### config.mk
export PLATFORM = sky130hd
export DESIGN_NAME = cmd_reg_i2c_slave
export DESIGN_NICKNAME = d
export VERILOG_FILES = /design/src/rtl/i2c_cmd_pkg.sv /design/src/rtl/i2c_line_filter.sv /design/src/rtl/i2c_cond_detect.sv /design/src/rtl/i2c_byte_engine.sv /design/src/rtl/cmd_reg_i2c_slave.sv
export SDC_FILE = /design/constraint.sdc
export NUM_CORES = 1
export LEC_CHECK = 0
export BUFFER_PORTS_ARGS = -buffer_cell sky130_fd_sc_hd__buf_2
export CORE_MARGIN = 2
export CORE_UTILIZATION = 28
export CTS_CLUSTER_SIZE = 24
export DETAILED_ROUTE_END_ITERATION = 8
export PLACE_DENSITY_LB_ADDON = 0.08
export RECOVER_POWER = 50
export SYNTH_ARGS = -nofsm -noshare
export SYNTH_HDL_FRONTEND = slang
export SYNTH_HIERARCHICAL = 1
export SYNTH_SLANG_ARGS = --single-unit
### constraint.sdc
create_clock -name clk_i -period 3.85 [get_ports clk_i]
set_clock_uncertainty 0.15 [all_clocks]
set_input_delay 1.155 -clock clk_i [delete_from_list [all_inputs] [get_ports clk_i]]
set_output_delay 1.155 -clock clk_i [all_outputs]
set_load 0.005 [all_outputs]
### src/rtl/i2c_cmd_pkg.sv
package i2c_cmd_pkg;
  localparam int REG_COUNT = 2;
  localparam logic [5:0] DEV_ADDR_HI = 6'b101000;

  typedef enum logic [2:0] {
    ST_IDLE,
    ST_ADDR,
    ST_ADDR_ACK,
    ST_DATA,
    ST_DATA_ACK,
    ST_IGNORE
  } slv_state_e;
endpackage

### src/rtl/i2c_line_filter.sv
module i2c_line_filter #(
  parameter int FILT_LEN = 3
) (
  input  logic clk_i,
  input  logic rst_ni,
  input  logic line_i,
  output logic line_o
);
  localparam int CW = $clog2(FILT_LEN + 1);

  logic [1:0]    sync_q;
  logic [CW-1:0] cnt_q;
  logic          out_q;

  always_ff @(posedge clk_i or negedge rst_ni) begin
    if (!rst_ni) begin
      sync_q <= 2'b11;
      cnt_q  <= '0;
      out_q  <= 1'b1;
    end else begin
      sync_q <= {sync_q[0], line_i};
      if (sync_q[1] == out_q) begin
        cnt_q <= '0;
      end else if (cnt_q == CW'(FILT_LEN - 1)) begin
        out_q <= sync_q[1];
        cnt_q <= '0;
      end else begin
        cnt_q <= cnt_q + 1'b1;
      end
    end
  end

  assign line_o = out_q;

  // filtered level only moves to a level the synchronizer already holds
  assert_filter_follows_sync_R10: assert property (@(posedge clk_i) disable iff (!rst_ni)
    !$stable(out_q) |-> ($past(sync_q[1]) == out_q));
endmodule

### src/rtl/i2c_cond_detect.sv
module i2c_cond_detect (
  input  logic clk_i,
  input  logic rst_ni,
  input  logic scl_i,
  input  logic sda_i,
  output logic scl_rise_o,
  output logic scl_fall_o,
  output logic start_o,
  output logic stop_o
);
  logic scl_q, sda_q, start_hi_q;
  logic raw_stop;

  always_ff @(posedge clk_i or negedge rst_ni) begin
    if (!rst_ni) begin
      scl_q      <= 1'b1;
      sda_q      <= 1'b1;
      start_hi_q <= 1'b0;
    end else begin
      scl_q <= scl_i;
      sda_q <= sda_i;
      if (start_o)         start_hi_q <= 1'b1;
      else if (scl_fall_o) start_hi_q <= 1'b0;
    end
  end

  assign scl_rise_o = scl_i & ~scl_q;
  assign scl_fall_o = ~scl_i & scl_q;
  assign start_o    = scl_i & scl_q & sda_q & ~sda_i;
  assign raw_stop   = scl_i & scl_q & ~sda_q & sda_i;
  // a STOP in the START's own high interval is not honoured
  assign stop_o     = raw_stop & ~start_hi_q;

  assert_start_window_closed_R7: assert property (@(posedge clk_i) disable iff (!rst_ni)
    scl_rise_o |-> !start_hi_q);
endmodule

### src/rtl/i2c_byte_engine.sv
module i2c_byte_engine
  import i2c_cmd_pkg::*;
#(
  parameter int NUM_REGS = 2
) (
  input  logic                 clk_i,
  input  logic                 rst_ni,
  input  logic                 scl_rise_i,
  input  logic                 scl_fall_i,
  input  logic                 start_i,
  input  logic                 stop_i,
  input  logic                 sda_i,
  input  logic                 addr_sel_i,
  output logic                 sda_oe_o,
  output logic                 wr_en_o,
  output logic [((NUM_REGS > 1) ? $clog2(NUM_REGS) : 1)-1:0] wr_idx_o,
  output logic [7:0]           wr_data_o
);
  localparam int AW = (NUM_REGS > 1) ? $clog2(NUM_REGS) : 1;
  localparam int IW = $clog2(NUM_REGS + 1);

  slv_state_e    state_q;
  logic [3:0]    bit_cnt_q;
  logic [7:0]    shift_q;
  logic [IW-1:0] byte_idx_q;
  logic          addr_hit;

  assign addr_hit = (shift_q[7:1] == {DEV_ADDR_HI, addr_sel_i}) && !shift_q[0];

  always_ff @(posedge clk_i or negedge rst_ni) begin
    if (!rst_ni) begin
      state_q    <= ST_IDLE;
      bit_cnt_q  <= '0;
      shift_q    <= '0;
      byte_idx_q <= '0;
      sda_oe_o   <= 1'b0;
      wr_en_o    <= 1'b0;
      wr_idx_o   <= '0;
      wr_data_o  <= '0;
    end else begin
      wr_en_o <= 1'b0;
      if (start_i) begin
        state_q    <= ST_ADDR;
        bit_cnt_q  <= '0;
        byte_idx_q <= '0;
        sda_oe_o   <= 1'b0;
      end else if (stop_i) begin
        state_q  <= ST_IDLE;
        sda_oe_o <= 1'b0;
      end else begin
        unique case (state_q)
          ST_ADDR, ST_DATA: begin
            if (scl_rise_i && bit_cnt_q < 4'd8) begin
              shift_q   <= {shift_q[6:0], sda_i};
              bit_cnt_q <= bit_cnt_q + 4'd1;
            end else if (scl_fall_i && bit_cnt_q == 4'd8) begin
              if (state_q == ST_ADDR) begin
                if (addr_hit) begin
                  state_q  <= ST_ADDR_ACK;
                  sda_oe_o <= 1'b1;
                end else begin
                  state_q <= ST_IGNORE;
                end
              end else if (byte_idx_q < IW'(NUM_REGS)) begin
                state_q  <= ST_DATA_ACK;
                sda_oe_o <= 1'b1;
              end else begin
                state_q <= ST_IGNORE;
              end
            end
          end
          ST_ADDR_ACK: begin
            if (scl_fall_i) begin
              sda_oe_o  <= 1'b0;
              state_q   <= ST_DATA;
              bit_cnt_q <= '0;
            end
          end
          ST_DATA_ACK: begin
            if (scl_fall_i) begin
              sda_oe_o   <= 1'b0;
              state_q    <= ST_DATA;
              bit_cnt_q  <= '0;
              wr_en_o    <= 1'b1;
              wr_idx_o   <= byte_idx_q[AW-1:0];
              wr_data_o  <= shift_q;
              byte_idx_q <= byte_idx_q + 1'b1;
            end
          end
          default: ;
        endcase
      end
    end
  end

  assert_ack_starts_on_fall_R2: assert property (@(posedge clk_i) disable iff (!rst_ni)
    $rose(sda_oe_o) |-> $past(scl_fall_i));

  assert_no_ack_while_ignoring_R3: assert property (@(posedge clk_i) disable iff (!rst_ni)
    (state_q == ST_IGNORE) |-> !sda_oe_o);

  assert_commit_follows_ack_R4: assert property (@(posedge clk_i) disable iff (!rst_ni)
    wr_en_o |-> $past(sda_oe_o));

  assert_extra_byte_nack_R5: assert property (@(posedge clk_i) disable iff (!rst_ni)
    (byte_idx_q == IW'(NUM_REGS)) |-> !sda_oe_o);

  assert_stop_releases_sda_R6: assert property (@(posedge clk_i) disable iff (!rst_ni)
    (stop_i && !start_i) |=> (state_q == ST_IDLE) && !sda_oe_o);
endmodule

### src/rtl/cmd_reg_i2c_slave.sv
module cmd_reg_i2c_slave
  import i2c_cmd_pkg::*;
#(
  parameter int FILT_LEN = 3
) (
  input  logic       clk_i,
  input  logic       rst_ni,
  input  logic       scl_i,
  input  logic       sda_i,
  input  logic       addr_sel_i,
  output logic       sda_oe_o,
  output logic [7:0] reg0_o,
  output logic [7:0] reg1_o,
  output logic [4:0] volume_o,
  output logic [1:0] source_o,
  output logic       enable_o,
  output logic [2:0] gain_code_o,
  output logic [2:0] beep_atten_o
);
  localparam int AW = (REG_COUNT > 1) ? $clog2(REG_COUNT) : 1;

  logic [1:0] raw_lines, filt_lines;
  logic       scl_rise, scl_fall, start_cond, stop_cond;
  logic          wr_en;
  logic [AW-1:0] wr_idx;
  logic [7:0]    wr_data;
  logic [7:0]    regs_q [REG_COUNT];

  assign raw_lines = {scl_i, sda_i};

  for (genvar l = 0; l < 2; l++) begin : g_line
    i2c_line_filter #(.FILT_LEN(FILT_LEN)) u_filt (
      .clk_i  (clk_i),
      .rst_ni (rst_ni),
      .line_i (raw_lines[l]),
      .line_o (filt_lines[l])
    );
  end

  i2c_cond_detect u_cond (
    .clk_i      (clk_i),
    .rst_ni     (rst_ni),
    .scl_i      (filt_lines[1]),
    .sda_i      (filt_lines[0]),
    .scl_rise_o (scl_rise),
    .scl_fall_o (scl_fall),
    .start_o    (start_cond),
    .stop_o     (stop_cond)
  );

  i2c_byte_engine #(.NUM_REGS(REG_COUNT)) u_engine (
    .clk_i      (clk_i),
    .rst_ni     (rst_ni),
    .scl_rise_i (scl_rise),
    .scl_fall_i (scl_fall),
    .start_i    (start_cond),
    .stop_i     (stop_cond),
    .sda_i      (filt_lines[0]),
    .addr_sel_i (addr_sel_i),
    .sda_oe_o   (sda_oe_o),
    .wr_en_o    (wr_en),
    .wr_idx_o   (wr_idx),
    .wr_data_o  (wr_data)
  );

  for (genvar g = 0; g < REG_COUNT; g++) begin : g_reg
    always_ff @(posedge clk_i or negedge rst_ni) begin
      if (!rst_ni)                        regs_q[g] <= '0;
      else if (wr_en && wr_idx == AW'(g)) regs_q[g] <= wr_data;
    end

    assert_reg_only_on_commit_R4: assert property (@(posedge clk_i) disable iff (!rst_ni)
      !$stable(regs_q[g]) |-> $past(wr_en && wr_idx == AW'(g)));
  end

  assign reg0_o       = regs_q[0];
  assign reg1_o       = regs_q[1];
  assign enable_o     = regs_q[0][7];
  assign source_o     = regs_q[0][6:5];
  assign volume_o     = regs_q[0][4:0];
  assign gain_code_o  = regs_q[1][2:0];
  assign beep_atten_o = regs_q[1][7:5];
endmodule

==> qor.csv, run 1 <==
metric,value,unit
worstMarginPinSlew,1.435,ns
antenna_found_initial,0,
dpl_cell_area,2821,um2
design_area,3003,um2
r2r_end,u_engine/shift_q[0],
hold_class,reg -> reg,
drv_cap,0,
rsz0062_at_grt,false,
nFillCells,923,
cts_buffer_depth,2,
totalPowerFinal,2.102,mW
cp.buffers_inverters,0,
final_layout_size_suffix_gt1_share,45.13,%
drv_slew,0,
relSlewSlack,4.355,%
cts_buffers,9,
finalCritPeriodShare,68.08,%
drt_wl_total,4.605,mm
synth_nets,199,
crit_path_start_kind,flip-flop,
synth_area,2631,um2
clock-sinks,57,
fp.dieH,100.9,um
grt_max_degree,58,
stdcell_count,337,
path_cells,nand2_1 -> nor4b_2 -> nor4b_4 -> nand3b_1 -> mux2_2,
cpMaxStageDelayCell,nor4b_2,
cp_max_fo,10,
vdd_drop_max,0.0002716,V
cts_resized,0,
viasPerCell,4.433,
synthTopCellsByArea,"dfrtp_1 47%, mux2_2 11%, dfstp_2 8.0%, mux2_4 5.7%, buf_4 4.3%",
portBuffers,35,
gp_congestion,0.7544,
die_w,100.9,um
cts_tree,built,
ys_seq_area_share,54.59,%
drtIter0Drc,30,
diodes,0,
ys_ff_latch,57,
clock_latency,0.34,ns
grt_pass1_wl,7.728,mm
holdPathStages,0,
postSynthCellCount,192,
postCtsSetupRepairBufs,0,
critPathKind,reg -> reg,
track_usage,10.13,%
synthFlopType,dfrtp_1,
hold_path.startpoint,g_line[1].u_filt/sync_q[0],
synth-edff-count,0,
routedWlPerCell,13.66,um
coreArea,9196,um2
cp.arrival,2.69,ns
first_global_vias,1476,
period_minus_slack,2.621,ns
finalSetupViolCount,0,
slowest_delay,0.72,ns
clock-root-buffer,clkbuf_8,
placed_cells,321,
syn_area_per_cell,13.70,um2
p_per_area,699.8,nW/um2
crit_family,simple AND/OR/NAND/NOR gates,
power.leakage,1.437,nW
std_cell_rows,35,
initial_utilization,28.61,%
cts.htree.levels,3,
dr.pass1.iters,4,
grt-ovfl-total,0,
cp.required,3.92,ns
antenna_left,0,
area_growth,14.12,%
synth_cell_type_count,47,
synth_top_cell_by_area,dfrtp_1,
yosysMostFrequentCell,dfrtp_1,
drcViolationCount,0,
clk_pin_slew_worst_paths,0.06,ns
fin_nets,228,
r2r_cells,5,
dp_hpwl,3.059,mm
yosys_warnings,6,
fmax,0.3815,GHz
fin_setup_tns,0,ns
hold_end,g_line[1].u_filt/sync_q[1],
reg2reg_from,g_line[1].u_filt/line_o,
io-pin-count,36,
cts-hold-fix-buffers,0,
async_flop_share,100.0,%
endpoint_kind,flip-flop,
cp.depth,5,
hold_viol,0,
vias,1494,
r2r_slack,1.23,ns
die_area,10190,um2
status,finished clean,
synth_common_cells,"49 x dfrtp_1, 25 x mux2_2, 15 x buf_4",
netlist.area_leader.share,46.60,%
## final cells by class
class,count,area (um2),area share (%)
Clock buffer,12,155.1,5.167
Clock inverter,4,51.30,1.708
Inverter,9,33.78,1.125
Tap cell,111,138.9,4.625
Sequential cell,57,1436,47.83
Timing Repair Buffer,37,187.7,6.250
Multi-Input combinational cell,107,999.7,33.29
## cells by family after synthesis
family	count (synthesis)	share of synthesized area, %
multiplexers	36	16.79
buffers and inverters	28	7.037
AND/OR/NAND/NOR	44	13.08
XOR/XNOR	6	1.997
flip-flops	57	54.59
adder cells (fa/ha/maj)	2	0.9509
AO/OA/AOI/OAI	19	5.563
## flip-flops by register name, summed over array words and instances (netlist names), 2 cells and up
signal,count
u_engine/byte_idx_q,2
reg0_o,8
u_engine/state_q,3
u_engine/shift_q,8
g_line.u_filt/cnt_q,4
g_line.u_filt/sync_q,4
u_engine/wr_data_o,8
reg1_o,8
g_line.u_filt/line_o,2
u_engine/bit_cnt_q,4
## layer usage
metal | track usage [%] | vias up | share of wire, %
met5 | 0 | - | 0
met4 | 4.054 | 0 | 1.6
met3 | 4.577 | 7 | 4.0
met2 | 14.87 | 29 | 47
met1 | 12.99 | 729 | 48
li1 | - | 729 | -
## stage by stage
stage | worst slack, ns | util (%) | hold WS [ns]
final | 1.229 | 32.65 | 0.2052
after global routing | 1.066 | 32.65 | 0.2146
after CTS | 1.287 | 32.93 | 0.2078
after detailed placement | 1.297 | 30.68 | 0.1968
after global placement | 1.328 | 30.68 | 0.1956
after floorplan | 1.387 | - | 0.1952
## report_power, final
group,internal (mW),switching (mW)
Sequential,0.767,0.176
Clock,0.334,0.245
Combinational,0.307,0.272
## layout by cell type, fill, tap and decap left out, types with 3 or more instances in the layout
master    netlist  routed
o21ai_0         3       3
nand4_1         3       3
buf_2           1      35
nor2_1          4       4
clkbuf_8        0      11
inv_1           9       9
mux2_4         10       8
nor2b_4         3       3
a21oi_1         4       4
nand2_1         5       6
mux2_2         25      25
dfrtp_1        49      49
nand3b_1        3       3
xnor2_1         4       4
nor3b_1         4       4
dfstp_2         8       6
## worst max-delay path by stage
stage | end | slack (ns) | from
floorplan | u_engine/bit_cnt_q[2] | 1.39 | g_line[1].u_filt/line_o
global placement | u_engine/shift_q[1] | 1.33 | g_line[1].u_filt/line_o
detailed placement | u_engine/shift_q[0] | 1.30 | g_line[1].u_filt/line_o
CTS | u_engine/shift_q[0] | 1.29 | g_line[1].u_filt/line_o
global route | u_engine/shift_q[3] | 1.07 | g_line[1].u_filt/line_o
finish | u_engine/shift_q[0] | 1.23 | g_line[1].u_filt/line_o
Power figures use the tool's default switching activity.
==> run 2: changes to the inputs <==
Settings changed: ABC_AREA from default to 1.
Clock period 3.85 ns to 2.7 ns, I/O delays scaled along.
==> run 2 against run 1 <==
Wire length is 20% higher. Power is 60% higher. Critical endpoint is now u_engine/bit_cnt_q[0]. Sequential cell count stayed put. Register-to-register slack worse by 0.73 ns. Global-route usage is 1.2 points higher. Highest routed layer unchanged.
==> qor.csv, run 2 <==
metric,value,unit,change
hold_viol,0,,unchanged
area_growth,14.29,%,
finalCritPeriodShare,81.50,%,+13 points
ys_seq_area_share,51.60,%,-3.0 points
design_area,3182,um2,+6.0%
clk_pin_slew_worst_paths,0.06,ns,about the same
drcViolationCount,0,,unchanged
cp.arrival,2.27,ns,-0.42 ns
worstMarginPinSlew,1.437,ns,+0.002354 ns
cts-hold-fix-buffers,0,,unchanged
synth_area,2784,um2,+5.8%
cp_max_fo,9,,-1
grt_pass1_wl,9.708,mm,+26%
final_common_cell,nand2_1,,
synthFlopType,dfrtp_1,,
power.leakage,1.696,nW,+18%
first_global_vias,1921,,+30%
syn_area_per_cell,8.754,um2,-36%
ys_ff_latch,57,,unchanged
clock-root-buffer,clkbuf_8,,
dp_hpwl,3.842,mm,+26%
clock_latency,0.34,ns,about the same
final_cell_mix,"99 x nand2_1, 49 x dfrtp_1, 36 x inv_1",,
synth-edff-count,0,,unchanged
coreArea,9729,um2,+5.8%
grt-ovfl-total,0,,unchanged
p_per_area,1060,nW/um2,+51%
fmax,0.4545,GHz,+19%
dr.pass1.iters,4,,unchanged
synth_common_cells,"98 x nand2_1, 49 x dfrtp_1, 36 x inv_1",,
r2r_slack,0.50,ns,-0.73 ns
portBuffers,35,,unchanged
cp.required,2.77,ns,-1.15 ns
fin_nets,352,,+54%
relSlewSlack,4.198,%,-0.16 points
io-pin-count,36,,unchanged
initial_utilization,28.61,%,about the same
endpoint_kind,flip-flop,,
cts_buffers,9,,unchanged
worst_slack,0.4996,ns,-0.7294 ns
cts_tree,built,,
antenna_left,0,,unchanged
antenna_found_initial,0,,unchanged
final_layout_size_suffix_gt1_share,26.86,%,-18 points
netlist.area_leader.share,44.04,%,-2.6 points
critPathKind,reg -> reg,,
die_area,10760,um2,+5.6%
vdd_drop_max,0.0003036,V,+12%
fp.dieH,103.7,um,+2.7%
cts_buffer_depth,2,,unchanged
status,finished clean,,
synthTopCellsByArea,"dfrtp_1 44%, nand2_1 13%, dfstp_2 7.6%, nand3_1 5.8%, inv_1 4.9%",,
synth_nets,325,,+63%
r2r_cells,9,,+4
crit_path_start_kind,flip-flop,,
yosys_warnings,6,,unchanged
synth_cell_type_count,30,,-36%
register_area,1436,um2,unchanged
drtIter0Drc,86,,+190%
die_w,103.7,um,+2.7%
std_cell_rows,36,,+2.9%
grt_max_degree,58,,unchanged
multi_input_area,1018,um2,+1.9%
diodes,0,,unchanged
pre_cts_slack,0.5297,ns,-0.7673 ns
cts.htree.levels,3,,unchanged
clock-sinks,57,,unchanged
dpl_cell_area,2984,um2,+5.8%
period_minus_slack,2.200,ns,-0.4206 ns
holdPathStages,0,,unchanged
drt_wl_total,5.512,mm,+20%
fin_setup_tns,0,ns,unchanged
rsz0062_at_grt,false,,
viasPerCell,4.161,,-6.1%
nFillCells,1048,,+14%
postSynthCellCount,318,,+66%
drv_cap,0,,unchanged
postCtsSetupRepairBufs,0,,unchanged
async_flop_share,100.0,%,unchanged
synth_top_cell_by_area,dfrtp_1,,
yosysMostFrequentCell,nand2_1,,
finalSetupViolCount,0,,unchanged
cts_resized,0,,unchanged
vias,2010,,+35%
routedWlPerCell,11.41,um,-16%
drv_slew,0,,unchanged
track_usage,11.30,%,+1.2 points
gp_congestion,0.7580,,+0.48%
hold_class,reg -> reg,,
[run 2: changes by cell type in the layout (fill, tap and decap cells not counted), sizes merged, moves of 15 or more]
cell	change
nand3	+34
mux2	-35
nor2	+16
inv	+33
nand2	+97
o21ai	+15
[run 2: cell type report]
type	count	share of cell area (%)
clock inverter	5	2.477
multi-input combinational	199	32.01
clock buffer	11	4.444
timing repair buffer	36	5.663
inverter	42	5.033
sequential	57	45.14
tap	133	5.230
[run 2: worst paths after layout]
| check | start | endpoint |
|---|---|---|
| max | g_line[1].u_filt/line_o | u_engine/bit_cnt_q[0] |
| min | g_line[1].u_filt/sync_q[0] | g_line[1].u_filt/sync_q[1] |
| max reg2reg | g_line[1].u_filt/line_o | u_engine/bit_cnt_q[0] |
| min reg2reg | g_line[1].u_filt/sync_q[0] | g_line[1].u_filt/sync_q[1] |
| max in group asynchronous | rst_ni | u_cond/start_hi_q |
| min in group asynchronous | rst_ni | reg1_o[3] |
[run 2: report_power, final]
part	switching, mW	leakage, nW	internal (mW)
Sequential	0.216	0.742	1.09
Combinational	0.752	0.840	0.417
Clock	0.351	0.113	0.544
[run 2: metrics by stage]
step | cells | total power [mW] | utilization, % | hold slack (ns)
after floorplan | 318 | 2.281 | - | 0.1952
after global placement | 467 | 2.527 | 30.67 | 0.1986
after detailed placement | 467 | 2.522 | 30.67 | 0.1991
after CTS | 483 | 3.449 | 32.93 | 0.2082
after global routing | 483 | 3.690 | 32.70 | 0.2089
final | 483 | 3.372 | 32.70 | 0.2065
[run 2: logic make-up (layout without fill, tap and decap cells)]
family / count (synthesis) / after routing / synth area share, %
flip-flops: 57 / 57 / 51.60
AND/OR/NAND/NOR: 170 / 170 / 28.45
buffers and inverters: 62 / 94 / 11.55
adder cells (fa/ha/maj): 2 / 2 / 0.8987
XOR/XNOR: 2 / 2 / 0.6293
AO/OA/AOI/OAI: 25 / 25 / 6.877
[run 2: critical path, cell delays in order (launching register included)]
cell     delay (ns)
dfstp_1        0.59
nand2_1        0.10
inv_1          0.06
nand2_1        0.06
inv_1          0.28
inv_2          0.16
a31oi_1        0.47
nand2_4        0.11
nand2_1        0.07
nand2_1        0.05
[run 2: per-layer routing]
| layer | vias to the layer above | GRT usage [%] | wire, um |
|---|---|---|---|
| li1 | 1046 | - | - |
| met1 | 909 | 14.23 | 2634 |
| met2 | 45 | 17.98 | 2512 |
| met3 | 10 | 4.154 | 276 |
| met4 | 0 | 3.764 | 88 |
| met5 | - | 0 | 0 |
==> run 3: changes to the inputs <==
Clock period 2.7 ns to 2.2 ns, I/O delays scaled along.
==> run 3 against run 2 <==
Setup slack lost 0.32 ns. Sequential cell count is the same. Global-route usage grew 0.071 points. Core utilization grew 0.35 points. Sequential share of layout area shrank 0.47 points. Maximum frequency grew 8.9%. Register-to-register slack lost 0.32 ns. Critical path depth grew 1. Wire length is essentially flat. Worst hold slack is essentially flat. Design area grew 1.1%. Clock power grew 25%. Largest power group unchanged. Highest routed layer unchanged.
==> qor.csv, run 3 (synthesized netlist as in run 2, its figures left out) <==
metric,value,unit,change
status,finished clean,,
cp.required,2.28,ns,-0.49 ns
drcViolationCount,0,,unchanged
antenna_found_initial,0,,unchanged
io-pin-count,36,,unchanged
vias,2008,,-0.10%
grt-ovfl-total,0,,unchanged
design_area,3216,um2,+1.1%
viasPerCell,4.123,,-0.92%
power.leakage,1.703,nW,+0.41%
fp.dieH,103.7,um,unchanged
worst_path_most_repeated_cell,nand2_1,,
diodes,0,,unchanged
area_growth,15.51,%,
cts-hold-fix-buffers,0,,unchanged
dr.pass1.iters,4,,unchanged
relSlewSlack,29.63,%,+25 points
hold_viol,0,,unchanged
gp_congestion,0.7350,,-3.0%
track_usage,11.37,%,+0.071 points
cp_max_fo,9,,unchanged
stdcell_count,487,,+0.83%
first_global_vias,1989,,+3.5%
coreArea,9729,um2,unchanged
switching_power,1.644,mW,+25%
die_area,10760,um2,unchanged
worst_slack,0.1801,ns,-0.3195 ns
intPower,2.553,mW,+24%
drv_slew,0,,unchanged
switching_share,39.17,%,+0.074 points
cp.buffers_inverters,4,,+1
fmax,0.4951,GHz,+8.9%
die_w,103.7,um,unchanged
critPathKind,reg -> reg,,
drtIter0Drc,72,,-16%
final_cell_mix,"99 x nand2_1, 49 x dfrtp_1, 36 x inv_1",,
pre_cts_slack,0.1706,ns,-0.3591 ns
holdWs,0.2069,ns,+0.0003880 ns
clock-sinks,57,,unchanged
fin_setup_tns,0,ns,unchanged
finalSetupViolCount,0,,unchanged
cts_tree,built,,
initial_utilization,28.61,%,unchanged
vdd_drop_max,0.0003453,V,+14%
portBuffers,35,,unchanged
drt_wl_total,5.510,mm,about the same
p_per_area,1305,nW/um2,+23%
totalPowerFinal,4.197,mW,+24%
clock_latency,0.33,ns,about the same
cts_buffer_depth,2,,unchanged
clock-root-buffer,clkbuf_8,,
dp_hpwl,4.056,mm,+5.6%
cts_buffers,9,,unchanged
grt_pass1_wl,9.653,mm,-0.57%
power_frac_comb,34.9,%,+0.3 points
grt_max_degree,25,,-57%
crit_family,buffers and inverters,,
finalCritPeriodShare,91.81,%,+10 points
dpl_cell_area,3014,um2,+1.0%
r2r_slack,0.18,ns,-0.32 ns
cts_resized,0,,unchanged
postCtsSetupRepairBufs,0,,unchanged
final_layout_size_suffix_gt1_share,28.25,%,+1.4 points
cts.htree.levels,3,,unchanged
utilization,33.05,%,+0.35 points
seq_power_share,38.3,%,-0.5 points
placed_cells,471,,+0.86%
std_cell_rows,36,,unchanged
cpMaxStageDelayCell,dfstp_2,,
routedWlPerCell,11.31,um,-0.86%
cp.arrival,2.10,ns,-0.17 ns
hold_class,reg -> reg,,
final_common_cell,nand2_1,,
slowest_delay,0.57,ns,-0.02 ns
rsz0062_at_grt,false,,
path_cells,nand2_1 -> inv_1 -> nand2_1 -> inv_1 -> inv_2 -> a31oi_1 -> buf_4 -> nand2_4 -> nand2_1 -> nand2_1,,
antenna_left,0,,unchanged
endpoint_kind,flip-flop,,
period_minus_slack,2.020,ns,-0.1805 ns
clk_pin_slew_worst_paths,0.08,ns,+0.02 ns
drv_cap,0,,unchanged
fin_nets,356,,+1.1%
worstMarginPinSlew,1.056,ns,-0.3815 ns
clock_power_share,26.8,%,+0.3 points
crit_path_start_kind,flip-flop,,
[run 3: path summary, 6_finish.rpt]
check	to	cells past startpoint	startpoint
max in group asynchronous	u_engine/shift_q[1]	2	rst_ni
worst min register to register	g_line[0].u_filt/sync_q[1]	0	g_line[0].u_filt/sync_q[0]
worst max register to register	u_engine/bit_cnt_q[3]	10	g_line[1].u_filt/line_o
min in group asynchronous	reg1_o[2]	1	rst_ni
worst max-delay path	u_engine/bit_cnt_q[3]	10	g_line[1].u_filt/line_o
worst min-delay path	g_line[0].u_filt/sync_q[1]	0	g_line[0].u_filt/sync_q[0]
[run 3: area by class of cell]
| class | instances | area (um2) |
|---|---|---|
| fillers | 1066 | 6514 |
| flip-flops and latches | 57 | 1436 |
| multi-input cells | 199 | 1018 |
| repair buffers | 40 | 206.4 |
| well taps | 133 | 166.4 |
| inverters | 42 | 158.9 |
| clock buffers | 10 | 137.6 |
| clock inverters | 6 | 91.34 |
[run 3: routing by layer]
| metal | GRT usage, % | up-vias | share of wire, % |
|---|---|---|---|
| met5 | 0 | - | 0 |
| met4 | 5.888 | 0 | 1.9 |
| met3 | 2.706 | 9 | 3.6 |
| met2 | 17.93 | 41 | 46 |
| met1 | 14.53 | 904 | 48 |
| li1 | - | 1054 | - |
[run 3: power groups by stage]
stage	logic (mW)	clock network [mW]	registers (mW)
global route	1.71	1.21	1.67
floorplan	1.26	0	1.54
detailed placement	1.50	0	1.63
global placement	1.50	0	1.63
CTS	1.50	1.16	1.62
finish	1.47	1.12	1.61
[run 3: worst reg2reg max path: cells and delay by family (launching register included)]
kind	cells	cell delay (ns)
flip-flops	1	0.57
AND/OR/NAND/NOR	5	0.31
AO/OA/AOI/OAI	1	0.23
buffers and inverters	4	0.67
